`src/rtl/intr_table_pkg.sv`:
```
package intr_table_pkg;

    typedef enum logic [1:0] {
        FS_IDLE = 2'd0,
        FS_LOW  = 2'd1,
        FS_HIGH = 2'd2,
        FS_DONE = 2'd3
    } fetch_state_e;

endpackage

```
`src/rtl/itab_register.sv`:
```
module itab_register #(
    parameter int ADDR_W    = 32,
    parameter int LIMIT_W   = 16,
    parameter int CPL_W     = 2,
    parameter logic [LIMIT_W-1:0] RST_LIMIT = 16'h03FF,
    localparam int IMG_W    = ADDR_W + LIMIT_W
) (
    input  logic               clk,
    input  logic               rst_n,
    input  logic               req_valid,
    input  logic               req_load,
    input  logic [CPL_W-1:0]   req_cpl,
    input  logic [IMG_W-1:0]   req_image,
    output logic               rsp_valid,
    output logic               rsp_fault,
    output logic [IMG_W-1:0]   rsp_image,
    output logic [ADDR_W-1:0]  base,
    output logic [LIMIT_W-1:0] limit
);

    typedef struct packed {
        logic [ADDR_W-1:0]  base;
        logic [LIMIT_W-1:0] limit;
        logic               rsp_valid;
        logic               rsp_fault;
        logic [IMG_W-1:0]   rsp_image;
    } reg_state_t;

    reg_state_t st_d, st_q;

    always_comb begin
        st_d           = st_q;
        st_d.rsp_valid = req_valid;
        st_d.rsp_fault = 1'b0;
        if (req_valid) begin
            if (req_load) begin
                if (req_cpl == '0) begin
                    st_d.limit = req_image[LIMIT_W-1:0];
                    st_d.base  = req_image[IMG_W-1:LIMIT_W];
                end else begin
                    st_d.rsp_fault = 1'b1;
                end
            end else begin
                st_d.rsp_image = {st_q.base, st_q.limit};
            end
        end
    end

    always_ff @(posedge clk) begin
        if (!rst_n) begin
            st_q.base      <= '0;
            st_q.limit     <= RST_LIMIT;
            st_q.rsp_valid <= 1'b0;
            st_q.rsp_fault <= 1'b0;
            st_q.rsp_image <= '0;
        end else begin
            st_q <= st_d;
        end
    end

    assign rsp_valid = st_q.rsp_valid;
    assign rsp_fault = st_q.rsp_fault;
    assign rsp_image = st_q.rsp_image;
    assign base      = st_q.base;
    assign limit     = st_q.limit;

endmodule

```
`src/rtl/itab_bounds.sv`:
```
module itab_bounds #(
    parameter int ADDR_W      = 32,
    parameter int LIMIT_W     = 16,
    parameter int VEC_W       = 8,
    parameter int ENTRY_SHIFT = 3,
    localparam int OFF_W      = VEC_W + ENTRY_SHIFT,
    localparam int ENTRY_B    = 1 << ENTRY_SHIFT
) (
    input  logic [VEC_W-1:0]   vector,
    input  logic [ADDR_W-1:0]  base,
    input  logic [LIMIT_W-1:0] limit,
    output logic [ADDR_W-1:0]  entry_addr,
    output logic               in_range
);

    logic [OFF_W-1:0]   offset;
    logic [LIMIT_W:0]   last_byte;

    always_comb begin
        offset     = {vector, {ENTRY_SHIFT{1'b0}}};
        last_byte  = (LIMIT_W+1)'(offset) + (LIMIT_W+1)'(ENTRY_B - 1);
        in_range   = (last_byte <= {1'b0, limit});
        entry_addr = base + ADDR_W'(offset);
    end

endmodule

```
`src/rtl/itab_fetch.sv`:
```
module itab_fetch
    import intr_table_pkg::*;
#(
    parameter int ADDR_W  = 32,
    parameter int DATA_W  = 32,
    localparam int DESC_W = 2 * DATA_W,
    localparam int STEP   = DATA_W / 8
) (
    input  logic              clk,
    input  logic              rst_n,
    input  logic              start,
    input  logic              in_range,
    input  logic [ADDR_W-1:0] start_addr,
    output logic              idle,
    output logic              done,
    output logic              fault,
    output logic [DESC_W-1:0] desc,
    output logic              mem_req,
    output logic [ADDR_W-1:0] mem_addr,
    input  logic              mem_ack,
    input  logic [DATA_W-1:0] mem_rdata
);

    typedef struct packed {
        fetch_state_e      st;
        logic [ADDR_W-1:0] addr;
        logic [DESC_W-1:0] desc;
        logic              fault;
    } fetch_t;

    fetch_t f_d, f_q;

    always_comb begin
        f_d = f_q;
        unique case (f_q.st)
            FS_IDLE: begin
                if (start) begin
                    f_d.desc = '0;
                    if (in_range) begin
                        f_d.st    = FS_LOW;
                        f_d.addr  = start_addr;
                        f_d.fault = 1'b0;
                    end else begin
                        f_d.st    = FS_DONE;
                        f_d.fault = 1'b1;
                    end
                end
            end
            FS_LOW: begin
                if (mem_ack) begin
                    f_d.desc[DATA_W-1:0] = mem_rdata;
                    f_d.addr = f_q.addr + ADDR_W'(STEP);
                    f_d.st   = FS_HIGH;
                end
            end
            FS_HIGH: begin
                if (mem_ack) begin
                    f_d.desc[DESC_W-1:DATA_W] = mem_rdata;
                    f_d.st = FS_DONE;
                end
            end
            default: f_d.st = FS_IDLE;
        endcase
    end

    always_ff @(posedge clk) begin
        if (!rst_n) begin
            f_q <= '{st: FS_IDLE, addr: '0, desc: '0, fault: 1'b0};
        end else begin
            f_q <= f_d;
        end
    end

    assign idle     = (f_q.st == FS_IDLE);
    assign done     = (f_q.st == FS_DONE);
    assign fault    = done & f_q.fault;
    assign desc     = f_q.desc;
    assign mem_req  = (f_q.st == FS_LOW) || (f_q.st == FS_HIGH);
    assign mem_addr = f_q.addr;

endmodule

```
`src/rtl/intr_table_unit.sv`:
```
module intr_table_unit #(
    parameter int ADDR_W      = 32,
    parameter int LIMIT_W     = 16,
    parameter int VEC_W       = 8,
    parameter int ENTRY_SHIFT = 3,
    parameter int CPL_W       = 2,
    parameter int DATA_W      = 32,
    parameter logic [LIMIT_W-1:0] RST_LIMIT = 16'h03FF,
    localparam int IMG_W      = ADDR_W + LIMIT_W,
    localparam int DESC_W     = 2 * DATA_W
) (
    input  logic              clk,
    input  logic              rst_n,
    input  logic              reg_req_valid,
    input  logic              reg_req_load,
    input  logic [CPL_W-1:0]  reg_cpl,
    input  logic [IMG_W-1:0]  reg_wdata,
    output logic              reg_rsp_valid,
    output logic              reg_rsp_fault,
    output logic [IMG_W-1:0]  reg_rdata,
    input  logic              lk_valid,
    input  logic [VEC_W-1:0]  lk_vector,
    output logic              lk_ready,
    output logic              lk_done,
    output logic              lk_fault,
    output logic [DESC_W-1:0] lk_desc,
    output logic              mem_req,
    output logic [ADDR_W-1:0] mem_addr,
    input  logic              mem_ack,
    input  logic [DATA_W-1:0] mem_rdata
);

    logic [ADDR_W-1:0]  tbl_base;
    logic [LIMIT_W-1:0] tbl_limit;
    logic [ADDR_W-1:0]  entry_addr;
    logic               entry_ok;
    logic               fetch_idle;

    itab_register #(
        .ADDR_W(ADDR_W), .LIMIT_W(LIMIT_W), .CPL_W(CPL_W), .RST_LIMIT(RST_LIMIT)
    ) u_reg (
        .clk(clk), .rst_n(rst_n),
        .req_valid(reg_req_valid), .req_load(reg_req_load),
        .req_cpl(reg_cpl), .req_image(reg_wdata),
        .rsp_valid(reg_rsp_valid), .rsp_fault(reg_rsp_fault),
        .rsp_image(reg_rdata),
        .base(tbl_base), .limit(tbl_limit)
    );

    itab_bounds #(
        .ADDR_W(ADDR_W), .LIMIT_W(LIMIT_W), .VEC_W(VEC_W), .ENTRY_SHIFT(ENTRY_SHIFT)
    ) u_bounds (
        .vector(lk_vector), .base(tbl_base), .limit(tbl_limit),
        .entry_addr(entry_addr), .in_range(entry_ok)
    );

    itab_fetch #(
        .ADDR_W(ADDR_W), .DATA_W(DATA_W)
    ) u_fetch (
        .clk(clk), .rst_n(rst_n),
        .start(lk_valid), .in_range(entry_ok), .start_addr(entry_addr),
        .idle(fetch_idle), .done(lk_done), .fault(lk_fault), .desc(lk_desc),
        .mem_req(mem_req), .mem_addr(mem_addr),
        .mem_ack(mem_ack), .mem_rdata(mem_rdata)
    );

    assign lk_ready = fetch_idle;

endmodule

```
`config.mk`:
```
export PLATFORM = sky130hd
export DESIGN_NAME = intr_table_unit
export DESIGN_NICKNAME = d
export VERILOG_FILES = /design/src/rtl/intr_table_pkg.sv /design/src/rtl/itab_register.sv /design/src/rtl/itab_bounds.sv /design/src/rtl/itab_fetch.sv /design/src/rtl/intr_table_unit.sv
export SDC_FILE = /design/constraint.sdc
export NUM_CORES = 1
export LEC_CHECK = 0
export BUFFER_PORTS_ARGS = -buffer_cell sky130_fd_sc_hd__buf_2
export CORE_MARGIN = 8
export CORE_UTILIZATION = 57
export CTS_BUF_LIST = sky130_fd_sc_hd__clkbuf_16
export DETAILED_ROUTE_END_ITERATION = 10
export PLACE_DENSITY = 0.85
export REMOVE_ABC_BUFFERS = 1
export SLEW_MARGIN = 10
export SYNTH_ARGS = -nofsm -noshare
export SYNTH_HDL_FRONTEND = slang
export SYNTH_SLANG_ARGS = --single-unit
```
`constraint.sdc`:
```
create_clock -name clk -period 4.8 [get_ports clk]
set_input_delay 0.72 -clock clk [delete_from_list [all_inputs] [get_ports clk]]
set_output_delay 0.72 -clock clk [all_outputs]
set_load 0.02 [all_outputs]
```
==> flow_summary.ini <==
[worst_setup_path]
path_class = flip-flop to flip-flop
cp-end-kind = flip-flop
r2r_slack_ps = 1710
cp_max_fo = 33
worstSetupStartpointType = flip-flop
arrival_ps = 3450
worst_ep_required_time_ps = 5160

[detailed_routing]
num_vias = 8781
drc_errors = 0
via_per_inst = 5.680
wl_per_cell_microns = 17.38
dr.first_iter.drc_count = 803
final_antenna_net_count = 0
wirelength_microns = 26870
drtPass1Iterations = 5

[floorplan]
ioPinCount = 246
initial_core_util_pct = 57.69
core_sq_um = 16410
rows = 47
fp.dieH_microns = 144.9
fp.dieArea_sq_um = 20990
die_width_microns = 144.9

[yosys]
async_flop_share_pct = 0
ys_warn_count = 0
ys_seq_elements = 197
synth_area_per_cell_sq_um = 7.829
synth_cell_types = 62
synth_area_sq_um = 9465
ys.flop_type = dfxtp_1
synth-seq-area-share_pct = 41.67
synth_enable_flop_cells = 0
syn_inst = 1209

[pwr]
power_density_nw_per_um2 = 420.4
leakage_nw = 4.361
ir_drop_mv = 0.2700
p_total_mw = 4.470

[global_route]
grt_pass1_vias = 8565
grt_usage_pct = 25.63
grt_overflow_total = 0
antenna_found_initial = 2
grt_max_degree = 62
grt_pass1_wl_microns = 42750

[clock_tree]
cts.path.max_buffers = 2
cts_sinks = 197
cts_max_level = 4
hold_buffers = 0
cts.clk_slew.worst_paths_ps = 70
clk_latency_ps = 440
postCtsSetupRepairBufs = 0
ctsResizeCount = 0
numCtsBuffers = 17
cts_tree = yes
root_buffer = clkbuf_16

[sta]
clock_skew_ps = 17.99
slew_violations = 0
slew_headroom_pct = 23.22
fmax_mhz = 323.3
worstMarginPinSlew_ps = 1149
setup_violations = 0
final.setup.tns_ps = 0
hold_viol_final = 0
min_period_ps = 3093
rsz0062_at_grt = false
fin_crit_sh_pct = 64.44

[cells_and_area]
fillers = 1407
area_delta_synth_final_pct = 12.32
num-nets-final = 1431
drive_gt1_share_pct = 22.79

[min_path]
worstHoldPathType = flip-flop to flip-flop

[job]
drv_cap = 0

[placed_design]
dp_hpwl_microns = 18850
portBuffers = 245
place.gp.congestion = 0.8910

[outcome]
outcome = complete, no violations
## critical path, stage by stage (launching register included)
cell      delay [ps]
dfxtp_1          440
inv_1            100
ha_1             350
nand2b_1         220
o211ai_1         110
buf_4            270
a41oi_2          220
o21a_1           470
nand2_1          250
or4_1            500
o221ai_1          80
## state kept, by name (all words and copies together) (netlist names)
| name | count |
|---|---|
| u_reg.rsp_image | 48 |
| u_fetch.f_q | 3 |
| u_reg.rsp_fault | 1 |
| u_fetch.mem_addr | 32 |
| u_fetch.desc | 64 |
| u_reg.limit | 16 |
| u_reg.rsp_valid | 1 |
| u_reg.base | 32 |
## cells by family after synthesis
| group | after synthesis | share of synthesized area, % |
|---|---|---|
| simple gates | 496 | 23.38 |
| compound gates | 275 | 17.75 |
| buf+inv | 191 | 11.57 |
| mux | 1 | 0.1058 |
| xor+xnor | 26 | 2.406 |
| flops | 197 | 41.67 |
| fa+ha+maj | 23 | 3.120 |
## Yosys cell counts, types with 4 or more instances
master / n / area (sq um)
xor2_1: 11 / 96.34
a211oi_1: 5 / 37.54
buf_1: 4 / 15.01
and2_1: 6 / 37.54
a22oi_1: 38 / 285.3
buf_2: 5 / 25.02
nor4_1: 10 / 62.56
dfxtp_1: 197 / 3944
buf_4: 97 / 728.2
o211ai_1: 13 / 97.59
nor3_1: 11 / 55.05
ha_1: 22 / 275.3
nand2b_1: 10 / 62.56
a21oi_1: 144 / 720.7
nor2b_1: 6 / 37.54
o22ai_1: 7 / 43.79
a21o_1: 7 / 52.55
or4_1: 5 / 37.54
xnor2_1: 15 / 131.4
nand3_1: 64 / 320.3
nand2_1: 274 / 1028
or3_1: 10 / 62.56
inv_1: 19 / 71.32
o21ai_0: 25 / 125.1
clkbuf_1: 63 / 236.5
nand4_1: 10 / 62.56
and3_1: 7 / 43.79
nor2_1: 66 / 247.7
o221ai_1: 7 / 61.31
## power by group
| group | internal [mW] | total, mW | switching, mW |
|---|---|---|---|
| combinational | 0.338 | 1.20 | 0.864 |
| clock | 0.781 | 1.45 | 0.672 |
| sequential | 1.73 | 1.81 | 0.0822 |
## cell usage in the layout, fill, tap and decap left out, types with 3 or more instances in the layout
cell	count
a211oi_1	5
a21o_1	7
a21oi_1	144
a22oi_1	38
and2_1	6
and3_1	6
and4_1	3
buf_2	245
buf_4	9
clkbuf_16	17
clkinvlp_4	3
dfxtp_1	197
ha_1	22
inv_1	19
inv_6	5
nand2_1	274
nand2b_1	9
nand3_1	63
nand4_1	10
nor2_1	66
nor2b_1	5
nor3_1	11
nor4_1	10
o211ai_1	13
o21a_1	3
o21ai_0	25
o221ai_1	7
o22ai_1	7
o32a_1	3
o32ai_1	3
or2_2	3
or3_1	10
or4_1	5
xnor2_1	15
xor2_1	11
## routing by layer
layer  GRT usage (%)  wire length, microns  vias to the layer above
met4           8.817                   473                        4
li1                -                     -                     4266
met2           42.35                 12670                      414
met1           29.72                 10640                     4055
met5               0                    16                        -
met3           9.908                  3074                       42
## path summary, 6_finish.rpt
kind | to | cells past startpoint | startpoint
setup / recovery | u_fetch.mem_addr[19] | 10 | u_fetch.f_q[98]
hold / removal | u_reg.rsp_image[3] | 2 | u_reg.rsp_image[3]
setup reg to reg | u_fetch.mem_addr[19] | 10 | u_fetch.f_q[98]
hold reg to reg | u_reg.rsp_image[3] | 2 | u_reg.rsp_image[3]
## area by class of cell
type / instances / area, sq um / area share [%]
clock buffers: 17 / 425.4 / 4.001
well taps: 220 / 275.3 / 2.589
repair buffers: 254 / 1294 / 12.17
clock inverters: 15 / 166.4 / 1.565
multi-input cells: 821 / 4443 / 41.79
inverters: 21 / 81.33 / 0.7650
diodes: 1 / 2.502 / 0.02354
flip-flops and latches: 197 / 3944 / 37.10
## through the flow
step           setup slack [ps]  hold slack (ps)  utilization (%)  cell area [sq um]  std cells
2_1_floorplan             286.3            431.7                -               8449       1039
3_3_place_gp               1647            434.4            61.18              10040       1513
3_5_place_dp               1605            442.7            61.18              10040       1513
4_1_cts                    1772            453.0            64.78              10630       1545
5_1_grt                    1534            470.3            64.78              10630       1545
6_report                   1707            451.7            64.80              10630       1546
Note: power is estimated with default switching activity, not from simulation.
